==> src/rtl/adc_fmt_pkg.sv <==
`timescale 1ns/1ps
package adc_fmt_pkg;

    // Resolved formatter mode, frozen while the formatter runs
    typedef struct packed {
        logic dual;   // dual-edge interleave
        logic qsel;   // Q converter is the rising-edge converter
        logic split;  // two slots per output word
        logic ddr;    // double data rate output clock
        logic phase;  // data-to-clock phase select
    } fmt_mode_t;

    typedef enum logic [0:0] {
        ST_FILL = 1'b0,
        ST_RUN  = 1'b1
    } fmt_state_t;

endpackage

==> src/rtl/adc_fmt_mode.sv <==
`timescale 1ns/1ps
module adc_fmt_mode
    import adc_fmt_pkg::*;
#(
    parameter int CFG_W     = 16,
    parameter int BIT_DUAL  = 7,
    parameter int BIT_QSEL  = 6,
    parameter int BIT_PHASE = 14
) (
    input  logic             clk,
    input  logic             rst_n,
    input  logic             pin_dual_edge,
    input  logic             pin_split,
    input  logic             pin_ddr,
    input  logic             pin_phase,
    input  logic             cfg_sel,
    input  logic             cfg_we,
    input  logic [CFG_W-1:0] cfg_wdata,
    output fmt_mode_t        mode_o
);

    // Only three fields of the config word carry meaning
    logic       reg_dual;
    logic       reg_qsel;
    logic       reg_phase;
    logic       cfg_unused;
    fmt_mode_t  mode_next;
    fmt_mode_t  mode_q;

    assign cfg_unused = ^cfg_wdata;

    always_ff @(posedge clk) begin
        if (cfg_we) begin
            reg_dual  <= cfg_wdata[BIT_DUAL];
            reg_qsel  <= cfg_wdata[BIT_QSEL];
            reg_phase <= cfg_wdata[BIT_PHASE];
        end
    end

    always_comb begin
        mode_next.split = pin_split;
        mode_next.ddr   = pin_ddr;
        if (cfg_sel) begin
            mode_next.dual  = reg_dual;
            mode_next.qsel  = reg_qsel;
            mode_next.phase = reg_phase;
        end else begin
            mode_next.dual  = pin_dual_edge;
            mode_next.qsel  = 1'b0;
            mode_next.phase = pin_phase;
        end
    end

    // Mode is captured only while reset is held
    always_ff @(posedge clk) begin
        if (!rst_n) begin
            mode_q <= mode_next;
        end
    end

    assign mode_o = mode_q;

    // mode frozen while running
    assert_mode_frozen_R11: assert property (@(posedge clk) disable iff (!rst_n)
        $past(rst_n) |-> $stable(mode_q));

endmodule

==> src/rtl/adc_fmt_pack.sv <==
`timescale 1ns/1ps
module adc_fmt_pack
    import adc_fmt_pkg::*;
#(
    parameter int SAMP_W         = 12,
    parameter int TICKS_PER_SLOT = 2
) (
    input  logic              clk,
    input  logic              rst_n,
    input  logic              split,
    input  logic              swap,
    input  logic [SAMP_W-1:0] samp_i,
    input  logic [SAMP_W-1:0] samp_q,
    output logic [SAMP_W-1:0] bus_di,
    output logic [SAMP_W-1:0] bus_did,
    output logic [SAMP_W-1:0] bus_dq,
    output logic [SAMP_W-1:0] bus_dqd,
    output logic              word_load,
    output logic              word_mid
);

    localparam int SLOTS_SPLIT = 2;
    localparam int WLEN_ND     = TICKS_PER_SLOT;
    localparam int WLEN_DM     = TICKS_PER_SLOT * SLOTS_SPLIT;
    localparam int CW          = $clog2(WLEN_DM) + 1;
    localparam int LOAD_ND     = WLEN_ND - TICKS_PER_SLOT;
    localparam int LOAD_DM     = WLEN_DM - TICKS_PER_SLOT;
    localparam int MID_ND      = (LOAD_ND + WLEN_ND / 2) % WLEN_ND;
    localparam int MID_DM      = (LOAD_DM + WLEN_DM / 2) % WLEN_DM;

    logic [CW-1:0]     tcnt;
    logic [CW-1:0]     wlen_m1;
    logic [CW-1:0]     load_at;
    logic [CW-1:0]     mid_at;
    logic [SAMP_W-1:0] rise_s;
    logic [SAMP_W-1:0] fall_s;
    logic [SAMP_W-1:0] hold_rise;
    logic [SAMP_W-1:0] hold_fall;
    fmt_state_t        state_q;
    fmt_state_t        state_d;

    always_comb begin
        wlen_m1 = split ? CW'(WLEN_DM - 1) : CW'(WLEN_ND - 1);
        load_at = split ? CW'(LOAD_DM)     : CW'(LOAD_ND);
        mid_at  = split ? CW'(MID_DM)      : CW'(MID_ND);
    end

    // Tick position inside the current output word
    always_ff @(posedge clk) begin
        if (!rst_n) begin
            tcnt <= '0;
        end else if (tcnt == wlen_m1) begin
            tcnt <= '0;
        end else begin
            tcnt <= tcnt + CW'(1);
        end
    end

    // Earlier-in-time converter first
    assign rise_s = swap ? samp_q : samp_i;
    assign fall_s = swap ? samp_i : samp_q;

    always_ff @(posedge clk) begin
        if (!rst_n) begin
            hold_rise <= '0;
            hold_fall <= '0;
        end else if (tcnt == '0) begin
            hold_rise <= rise_s;
            hold_fall <= fall_s;
        end
    end

    assign word_load = (tcnt == load_at);
    assign word_mid  = (tcnt == mid_at) && (state_q == ST_RUN);

    // State register
    always_ff @(posedge clk) begin
        if (!rst_n) begin
            state_q <= ST_FILL;
        end else begin
            state_q <= state_d;
        end
    end

    always_comb begin
        state_d = state_q;
        unique case (state_q)
            ST_FILL: if (word_load) state_d = ST_RUN;   // first_word
            ST_RUN:  state_d = ST_RUN;                   // hold_run
            default: state_d = ST_FILL;
        endcase
    end

    // Output buses
    always_ff @(posedge clk) begin
        if (!rst_n) begin
            bus_di  <= '0;
            bus_did <= '0;
            bus_dq  <= '0;
            bus_dqd <= '0;
        end else if (word_load) begin
            bus_di <= rise_s;
            bus_dq <= fall_s;
            if (split) begin
                bus_did <= hold_rise;
                bus_dqd <= hold_fall;
            end else begin
                bus_did <= '0;
                bus_dqd <= '0;
            end
        end
    end

    // quiet until the first word
    assert_fill_quiet_R2: assert property (@(posedge clk) disable iff (!rst_n)
        (state_q == ST_FILL) |-> ({bus_di, bus_did, bus_dq, bus_dqd} == '0));

    // spare buses unused with one slot per word
    assert_spare_zero_R3: assert property (@(posedge clk) disable iff (!rst_n)
        !split |-> (bus_did == '0 && bus_dqd == '0));

    // buses move only on word loads
    assert_hold_between_words_R12: assert property (@(posedge clk) disable iff (!rst_n)
        !word_load |=> $stable({bus_di, bus_did, bus_dq, bus_dqd}));

endmodule

==> src/rtl/adc_fmt_clkgen.sv <==
`timescale 1ns/1ps
module adc_fmt_clkgen (
    input  logic clk,
    input  logic rst_n,
    input  logic ddr,
    input  logic phase,
    input  logic word_load,
    input  logic word_mid,
    output logic dclk_i,
    output logic dclk_q
);

    logic dclk_r;
    logic dclk_n;

    always_comb begin
        dclk_n = dclk_r;
        unique case ({ddr, phase})
            2'b10: if (word_load) dclk_n = ~dclk_r;        // DDR, data on edge
            2'b11: if (word_mid)  dclk_n = ~dclk_r;        // DDR, data mid-bit
            2'b01: begin                                   // SDR, rising capture
                if (word_load)     dclk_n = 1'b0;
                else if (word_mid) dclk_n = 1'b1;
            end
            2'b00: begin                                   // SDR, falling capture
                if (word_load)     dclk_n = 1'b1;
                else if (word_mid) dclk_n = 1'b0;
            end
            default: dclk_n = dclk_r;
        endcase
    end

    always_ff @(posedge clk) begin
        if (!rst_n) begin
            dclk_r <= 1'b0;
        end else begin
            dclk_r <= dclk_n;
        end
    end

    assign dclk_i = dclk_r;
    assign dclk_q = dclk_r;

    // one transition per word load at 0 degrees
    assert_ddr_edge_per_word_R8: assert property (@(posedge clk) disable iff (!rst_n)
        (ddr && !phase && word_load) |=> (dclk_r != $past(dclk_r)));

    // SDR level after load opposes the capture edge
    assert_sdr_launch_level_R9: assert property (@(posedge clk) disable iff (!rst_n)
        (!ddr && word_load) |=> (dclk_r == !$past(phase)));

endmodule

==> src/rtl/adc_demux_fmt.sv <==
`timescale 1ns/1ps
module adc_demux_fmt
    import adc_fmt_pkg::*;
#(
    parameter int SAMP_W         = 12,
    parameter int CFG_W          = 16,
    parameter int TICKS_PER_SLOT = 2
) (
    input  logic              clk,
    input  logic              rst_n,
    input  logic              pin_dual_edge,
    input  logic              pin_split,
    input  logic              pin_ddr,
    input  logic              pin_phase,
    input  logic              cfg_sel,
    input  logic              cfg_we,
    input  logic [CFG_W-1:0]  cfg_wdata,
    input  logic [SAMP_W-1:0] samp_i,
    input  logic [SAMP_W-1:0] samp_q,
    output logic [SAMP_W-1:0] bus_di,
    output logic [SAMP_W-1:0] bus_did,
    output logic [SAMP_W-1:0] bus_dq,
    output logic [SAMP_W-1:0] bus_dqd,
    output logic              dclk_i,
    output logic              dclk_q
);

    fmt_mode_t mode;
    logic      word_load;
    logic      word_mid;
    logic      swap;

    adc_fmt_mode #(
        .CFG_W (CFG_W)
    ) mode_i (
        .clk           (clk),
        .rst_n         (rst_n),
        .pin_dual_edge (pin_dual_edge),
        .pin_split     (pin_split),
        .pin_ddr       (pin_ddr),
        .pin_phase     (pin_phase),
        .cfg_sel       (cfg_sel),
        .cfg_we        (cfg_we),
        .cfg_wdata     (cfg_wdata),
        .mode_o        (mode)
    );

    assign swap = mode.dual & mode.qsel;

    adc_fmt_pack #(
        .SAMP_W         (SAMP_W),
        .TICKS_PER_SLOT (TICKS_PER_SLOT)
    ) pack_i (
        .clk       (clk),
        .rst_n     (rst_n),
        .split     (mode.split),
        .swap      (swap),
        .samp_i    (samp_i),
        .samp_q    (samp_q),
        .bus_di    (bus_di),
        .bus_did   (bus_did),
        .bus_dq    (bus_dq),
        .bus_dqd   (bus_dqd),
        .word_load (word_load),
        .word_mid  (word_mid)
    );

    adc_fmt_clkgen clkgen_i (
        .clk       (clk),
        .rst_n     (rst_n),
        .ddr       (mode.ddr),
        .phase     (mode.phase),
        .word_load (word_load),
        .word_mid  (word_mid),
        .dclk_i    (dclk_i),
        .dclk_q    (dclk_q)
    );

endmodule

==> config.mk <==
export PLATFORM = sky130hd
export DESIGN_NAME = adc_demux_fmt
export DESIGN_NICKNAME = d
export VERILOG_FILES = /design/src/rtl/adc_fmt_pkg.sv /design/src/rtl/adc_fmt_mode.sv /design/src/rtl/adc_fmt_pack.sv /design/src/rtl/adc_fmt_clkgen.sv /design/src/rtl/adc_demux_fmt.sv
export SDC_FILE = /design/constraint.sdc
export NUM_CORES = 1
export LEC_CHECK = 0
export ABC_CLOCK_PERIOD_IN_PS = 3700
export BUFFER_PORTS_ARGS = -buffer_cell sky130_fd_sc_hd__clkbuf_2
export CORE_UTILIZATION = 40
export CTS_CLUSTER_SIZE = 24
export DETAILED_ROUTE_END_ITERATION = 8
export RECOVER_POWER = 25
export SLEW_MARGIN = 20
export SYNTH_ARGS = -nofsm -noshare
export SYNTH_HDL_FRONTEND = slang
export SYNTH_SLANG_ARGS = --single-unit
==> constraint.sdc <==
create_clock -name clk -period 3.7 [get_ports clk]
set_clock_uncertainty 0.2 [all_clocks]
set_input_delay 0.185 -clock clk [delete_from_list [all_inputs] [get_ports clk]]
set_output_delay 0.185 -clock clk [all_outputs]
set_load 0.02 [all_outputs]
### Word level (Yosys, flattened, before mapping)

Cells that the tools add are included.

* register bits: 85
* latch bits: 0
* memory bits (writable): 0
* bits in read-only memories: 0
* output and inout port bits: 50
* memories kept: 0

* add/subtract/negate cells: 1
* multipliers: 0
* divide/modulo/power cells: 0
* $lt $le $gt $ge: 0
* eq/ne operators: 10
* shift-type cells: 0
* mux-type cells: 18
* bitwise operators: 4
* reductions and logical operators: 5

Operator list (count)
* 2-to-1 mux 12 bit: 4
* equality test 3 bit: 3
* 2-to-1 mux 1 bit: 9
* 2-to-1 mux 2 bit: 3
* inequality test 3 x 1 -> 1 bit (second input constant): 2
* equality test 2 bit (second input constant): 2
* inequality test 2 x 1 -> 1 bit (second input constant): 2
* case mux 1 bit (4 select lines): 1
* AND reduction 4 bit: 1
* adder 3 x 1 -> 3 bit (second input constant): 1
* zero test 3 bit: 1
* inverter 1 bit: 3
* equality test 2 x 1 -> 1 bit (second input constant): 1
* zero test 2 bit: 1
* case mux 1 bit (2 select lines): 1
* OR reduction 2 bit: 1
* bitwise AND 1 bit: 1
* logical AND 1 bit: 1

### Depth between registers and ports, before layout

* word-level depth: 6
* depth in mapped cells: 6
* mapped depth without buffers: 5

### Hierarchy

Synthesis repeated with hierarchy kept, for this count alone.

* cell total of the unflattened synthesis: 288
* area, all modules: 3319.4 µm²

By module, submodules not included
* adc_fmt_pack: times used 1, cells an instance 267, area an instance 2965.3 µm², sequential area each 1521.5 µm²
* adc_fmt_mode: times used 1, cells an instance 12, area an instance 274.0 µm², sequential area each 240.2 µm²
* adc_fmt_clkgen: times used 1, cells an instance 8, area an instance 73.8 µm², sequential area each 20.0 µm²
* adc_demux_fmt: times used 1, cells an instance 1, area an instance 6.3 µm², sequential area each 0.0 µm²

### Worst setup path after synthesis

Ideal clock, no wire load.

* path type: register to register
* start point: register pack_i.tcnt[0]
* end point: register pack_i.hold_rise[4]
* data arrival time: 1.408 ns
* required time: 3.414 ns
* setup slack: 2.007 ns
* stages on the path, launching flop included: 7
* buffers on the path: 2
* path through: dfxtp_1 > inv_1 > ha_1 > nor2b_1 > buf_2 > buf_1 > a211oi_1

* cells in the longest elaborated chain, start to end: 1

Ends and longest elaborated chain
* start: declaration: RTL line adc_fmt_pack.sv:31 `logic [CW-1:0] tcnt;`
* start signal: assignment: RTL line adc_fmt_pack.sv:55 `tcnt <= tcnt + CW'(1);`
* zero test 3 bit: RTL line adc_fmt_pack.sv:67 `end else if (tcnt == '0) begin`
* end signal: assignment: RTL line adc_fmt_pack.sv:68 `hold_rise <= rise_s;`
* end: declaration: RTL line adc_fmt_pack.sv:37 `logic [SAMP_W-1:0] hold_rise;`

No other way between the ends.
A chain may end at the register's enable or synchronous reset.

### Worst setup path after layout

* start point: register pack_i.tcnt[2]
* end point: register pack_i.bus_did[10]

* cells in the longest elaborated chain, start to end: 1

Ends and longest elaborated chain
* equality test 3 bit: RTL line adc_fmt_pack.sv:73 `assign word_load = (tcnt == load_at);`
* end signal: assignment: RTL line adc_fmt_pack.sv:105 `bus_did <= hold_rise;`
* end: declaration: RTL line adc_fmt_pack.sv:15 `output logic [SAMP_W-1:0] bus_did,`

No other way between the ends.

==> impl_metrics.json <==
{
  "cts_buffer_depth": 2,
  "syn_to_final_growth_pct": 25.11,
  "async_flop_share_pct": 0,
  "gp_congestion": 0.7477,
  "power_frac_seq_pct": 46.9,
  "ys_ff_latch": 85,
  "grt_util_all_layers_pct": 19.25,
  "drive_above_1_share_pct": 20.90,
  "start_util_pct": 41.38,
  "die_h_um": 91.64,
  "whs_endpoint": "pack_i.bus_di[9]",
  "holdCritPathClass": "in -> reg",
  "yosys.area_share.simple_pct": 11.72,
  "path_clk_slew_ns": 0.08,
  "cts_tree": "done",
  "rrSetupSlack_ns": 1.63,
  "vias": 2533,
  "fmax_mhz": 483.7,
  "core_um2": 7767,
  "hold_violations": 0,
  "drt_iter0_markers": 104,
  "synth-compound-area-share_pct": 18.18,
  "synth.area.top_cells": "dfxtp_1 48%, a211oi_1 11%, nor2_1 8.9%, mux2i_1 7.5%, edfxtp_1 7.5%",
  "grt_pass1_vias": 2487,
  "io_pins": 98,
  "synth_area_per_cell_um2": 10.30,
  "synth_ff_type": "dfxtp_1",
  "dp_hpwl_mm": 4.832,
  "pre_cts_ws_ns": 1.512,
  "synth_fa_ha_area_share_pct": 0.7785,
  "worst_ir_drop_vdd_uv": 324.1,
  "wl_mm": 7.435,
  "cts_hold_buffers": 12,
  "crit_type": "reg -> reg",
  "relSlewSlack_pct": 27.93,
  "fin_crit_ns": 2.068,
  "syn_nets": 362,
  "synth_top_area_share_pct": 47.96,
  "p_leak_nw": 1.708,
  "final-setup-viol-count": 0,
  "drv_cap": 0,
  "synth.area.mux_share_pct": 8.174,
  "worst_pin_slew_ns": 1.081,
  "root_buffer": "clkbuf_8",
  "clock_sinks": 85,
  "comb_power_share_pct": 17.3,
  "outcome": "complete, no violations",
  "synth_cell_types": 30,
  "fin_ws_ns": 1.632,
  "switching_share_pct": 27.70,
  "wire_per_inst_um": 14.75,
  "worstSetupStartpointType": "flip-flop",
  "finalCritPeriodShare_pct": 55.88,
  "antenna_cells": 0,
  "die_w_um": 91.64,
  "clockPowerShare_pct": 35.8,
  "drcViolationCount": 0,
  "synth_top_family_by_area": "compound AO/OA/AOI/OAI gates",
  "grt_max_degree": 51,
  "antenna_found_initial": 0,
  "min_path_cells": 3,
  "ys_seq_area_share_pct": 55.43,
  "grt_pass1_wl_mm": 12.45,
  "postSynthCellCount": 312,
  "power_density_nw_per_um2": 566.9,
  "p_switching_mw": 0.6315,
  "end_kind": "flip-flop",
  "viasPerCell": 5.026,
  "ctsResizeCount": 0,
  "rows": 32,
  "p_int_mw": 1.648,
  "worstSkewPairLatency_ns": 0.35,
  "finalSetupTns_ns": 0,
  "yosys_warnings": 0,
  "synth_top_area_cell": "dfxtp_1",
  "critPathMaxFanout": 24,
  "cts_buffers": 9,
  "rsz0062_at_grt": "no",
  "htree_num_levels": 3,
  "ant_nets": 0,
  "io_buffer_count": 84,
  "syn-cell-area_um2": 3214,
  "reg2reg_depth": 4,
  "required_ns": 3.78,
  "drv_slew": 0,
  "hold_slack_ns": 0.02341,
  "rr_startpoint": "pack_i.tcnt[2]",
  "grt-ovfl-total": 0,
  "cp.arrival_ns": 2.15,
  "postCtsSetupRepairBufs": 0,
  "yosys.area_share.xor_xnor_pct": 0.7785,
  "synth_edf_count": 8,
  "power_mw": 2.280,
  "dr.pass1.iters": 4,
  "fin_nets": 447,
  "reg2reg_to": "pack_i.bus_did[10]",
  "fp.dieArea_um2": 8398,
  "min-delay-start": "samp_q[9]"
}
## worst max-delay path by stage
stage                              start                   to  slack [ns]  depth (start not counted)
final                     pack_i.tcnt[2]   pack_i.bus_did[10]        1.63                          4
after global routing      pack_i.tcnt[2]    pack_i.bus_dqd[2]        1.44                          4
after CTS                 pack_i.tcnt[0]  pack_i.hold_rise[0]        1.49                          5
after detailed placement  pack_i.tcnt[0]  pack_i.hold_rise[0]        1.51                          5
after global placement    pack_i.tcnt[0]  pack_i.hold_fall[3]        1.56                          5
after floorplan           pack_i.tcnt[0]  pack_i.hold_rise[4]        2.01                          6
## power groups by stage
stage / Sequential (mW) / Clock [mW] / Combinational, mW
floorplan: 1.14 / 0 / 0.226
global placement: 1.09 / 0 / 0.380
detailed placement: 1.09 / 0 / 0.386
CTS: 1.07 / 0.830 / 0.397
global route: 1.08 / 0.870 / 0.442
finish: 1.07 / 0.817 / 0.394
## metrics by stage
stage                     std cells  area, µm²  util (%)
after floorplan                 312       3214         -
after global placement          475       3659     47.10
after detailed placement        475       3659     47.10
after CTS                       503       4036     51.97
after global routing            504       4021     51.77
final                           504       4021     51.77
## Yosys cell counts, types with 2 or more instances
library cell	count
a211oi_1	48
nor2_1	76
nor4_1	2
nand2b_1	3
a21oi_1	2
buf_2	7
mux2i_1	24
nor2b_1	2
buf_8	2
dfxtp_1	77
a22oi_1	24
inv_1	3
ha_1	2
edfxtp_1	8
buf_1	2
mux2_2	2
buf_4	4
clkbuf_1	12
## area by class of cell
class / count / area, µm²
fill: 760 / 3746
sequential: 85 / 1782
multi-input combinational: 197 / 1287
timing repair buffer: 101 / 555.5
clock buffer: 11 / 151.4
tap: 102 / 127.6
clock inverter: 5 / 106.4
inverter: 3 / 11.26
## routing by layer
metal / track usage [%] / routed length [µm] / vias to the layer above
li1: - / - / 1294
met1: 24.45 / 3400 / 1168
met2: 31.20 / 3519 / 64
met3: 5.556 / 431 / 7
met4: 6.746 / 84 / 0
met5: 0 / 0 / -
## cell usage in the layout, fill, tap and decap left out, drive strengths merged, types with 3 or more instances in the layout
cell type and count:
clkbuf 95, dfxtp 77, nor2 76, a211oi 48, mux2i 24, a22oi 24, dlygate4sd3 12, edfxtp 8
buf 5, nand2b 3, bufinv 3, inv 3
## critical path, cell delays in order (launching register included)
cell     delay (ns)
dfxtp_1        0.42
nor2_1         0.17
and3_1         0.90
a22oi_1        0.14
nor2_1         0.16
## flip-flops by register name, summed over array words and instances (netlist names)
register	flops
clkgen_i.dclk_i	1
mode_i.mode_o	5
mode_i.reg_dual	1
mode_i.reg_phase	1
mode_i.reg_qsel	1
pack_i.bus_di	12
pack_i.bus_did	12
pack_i.bus_dq	12
pack_i.bus_dqd	12
pack_i.hold_fall	12
pack_i.hold_rise	12
pack_i.state_q	1
pack_i.tcnt	3
## cells by family (layout without fill, tap and decap cells)
logic type / count (synthesis) / after routing
adders and majority gates: 2 / 2
muxes: 26 / 26
and+or+nand+nor: 89 / 89
AOI/OAI and AO/OA: 78 / 78
xor gates and xnor gates: 2 / 2
buffers and inverters: 30 / 120
DFF: 85 / 85
Note: power is estimated with default switching activity, not from simulation.
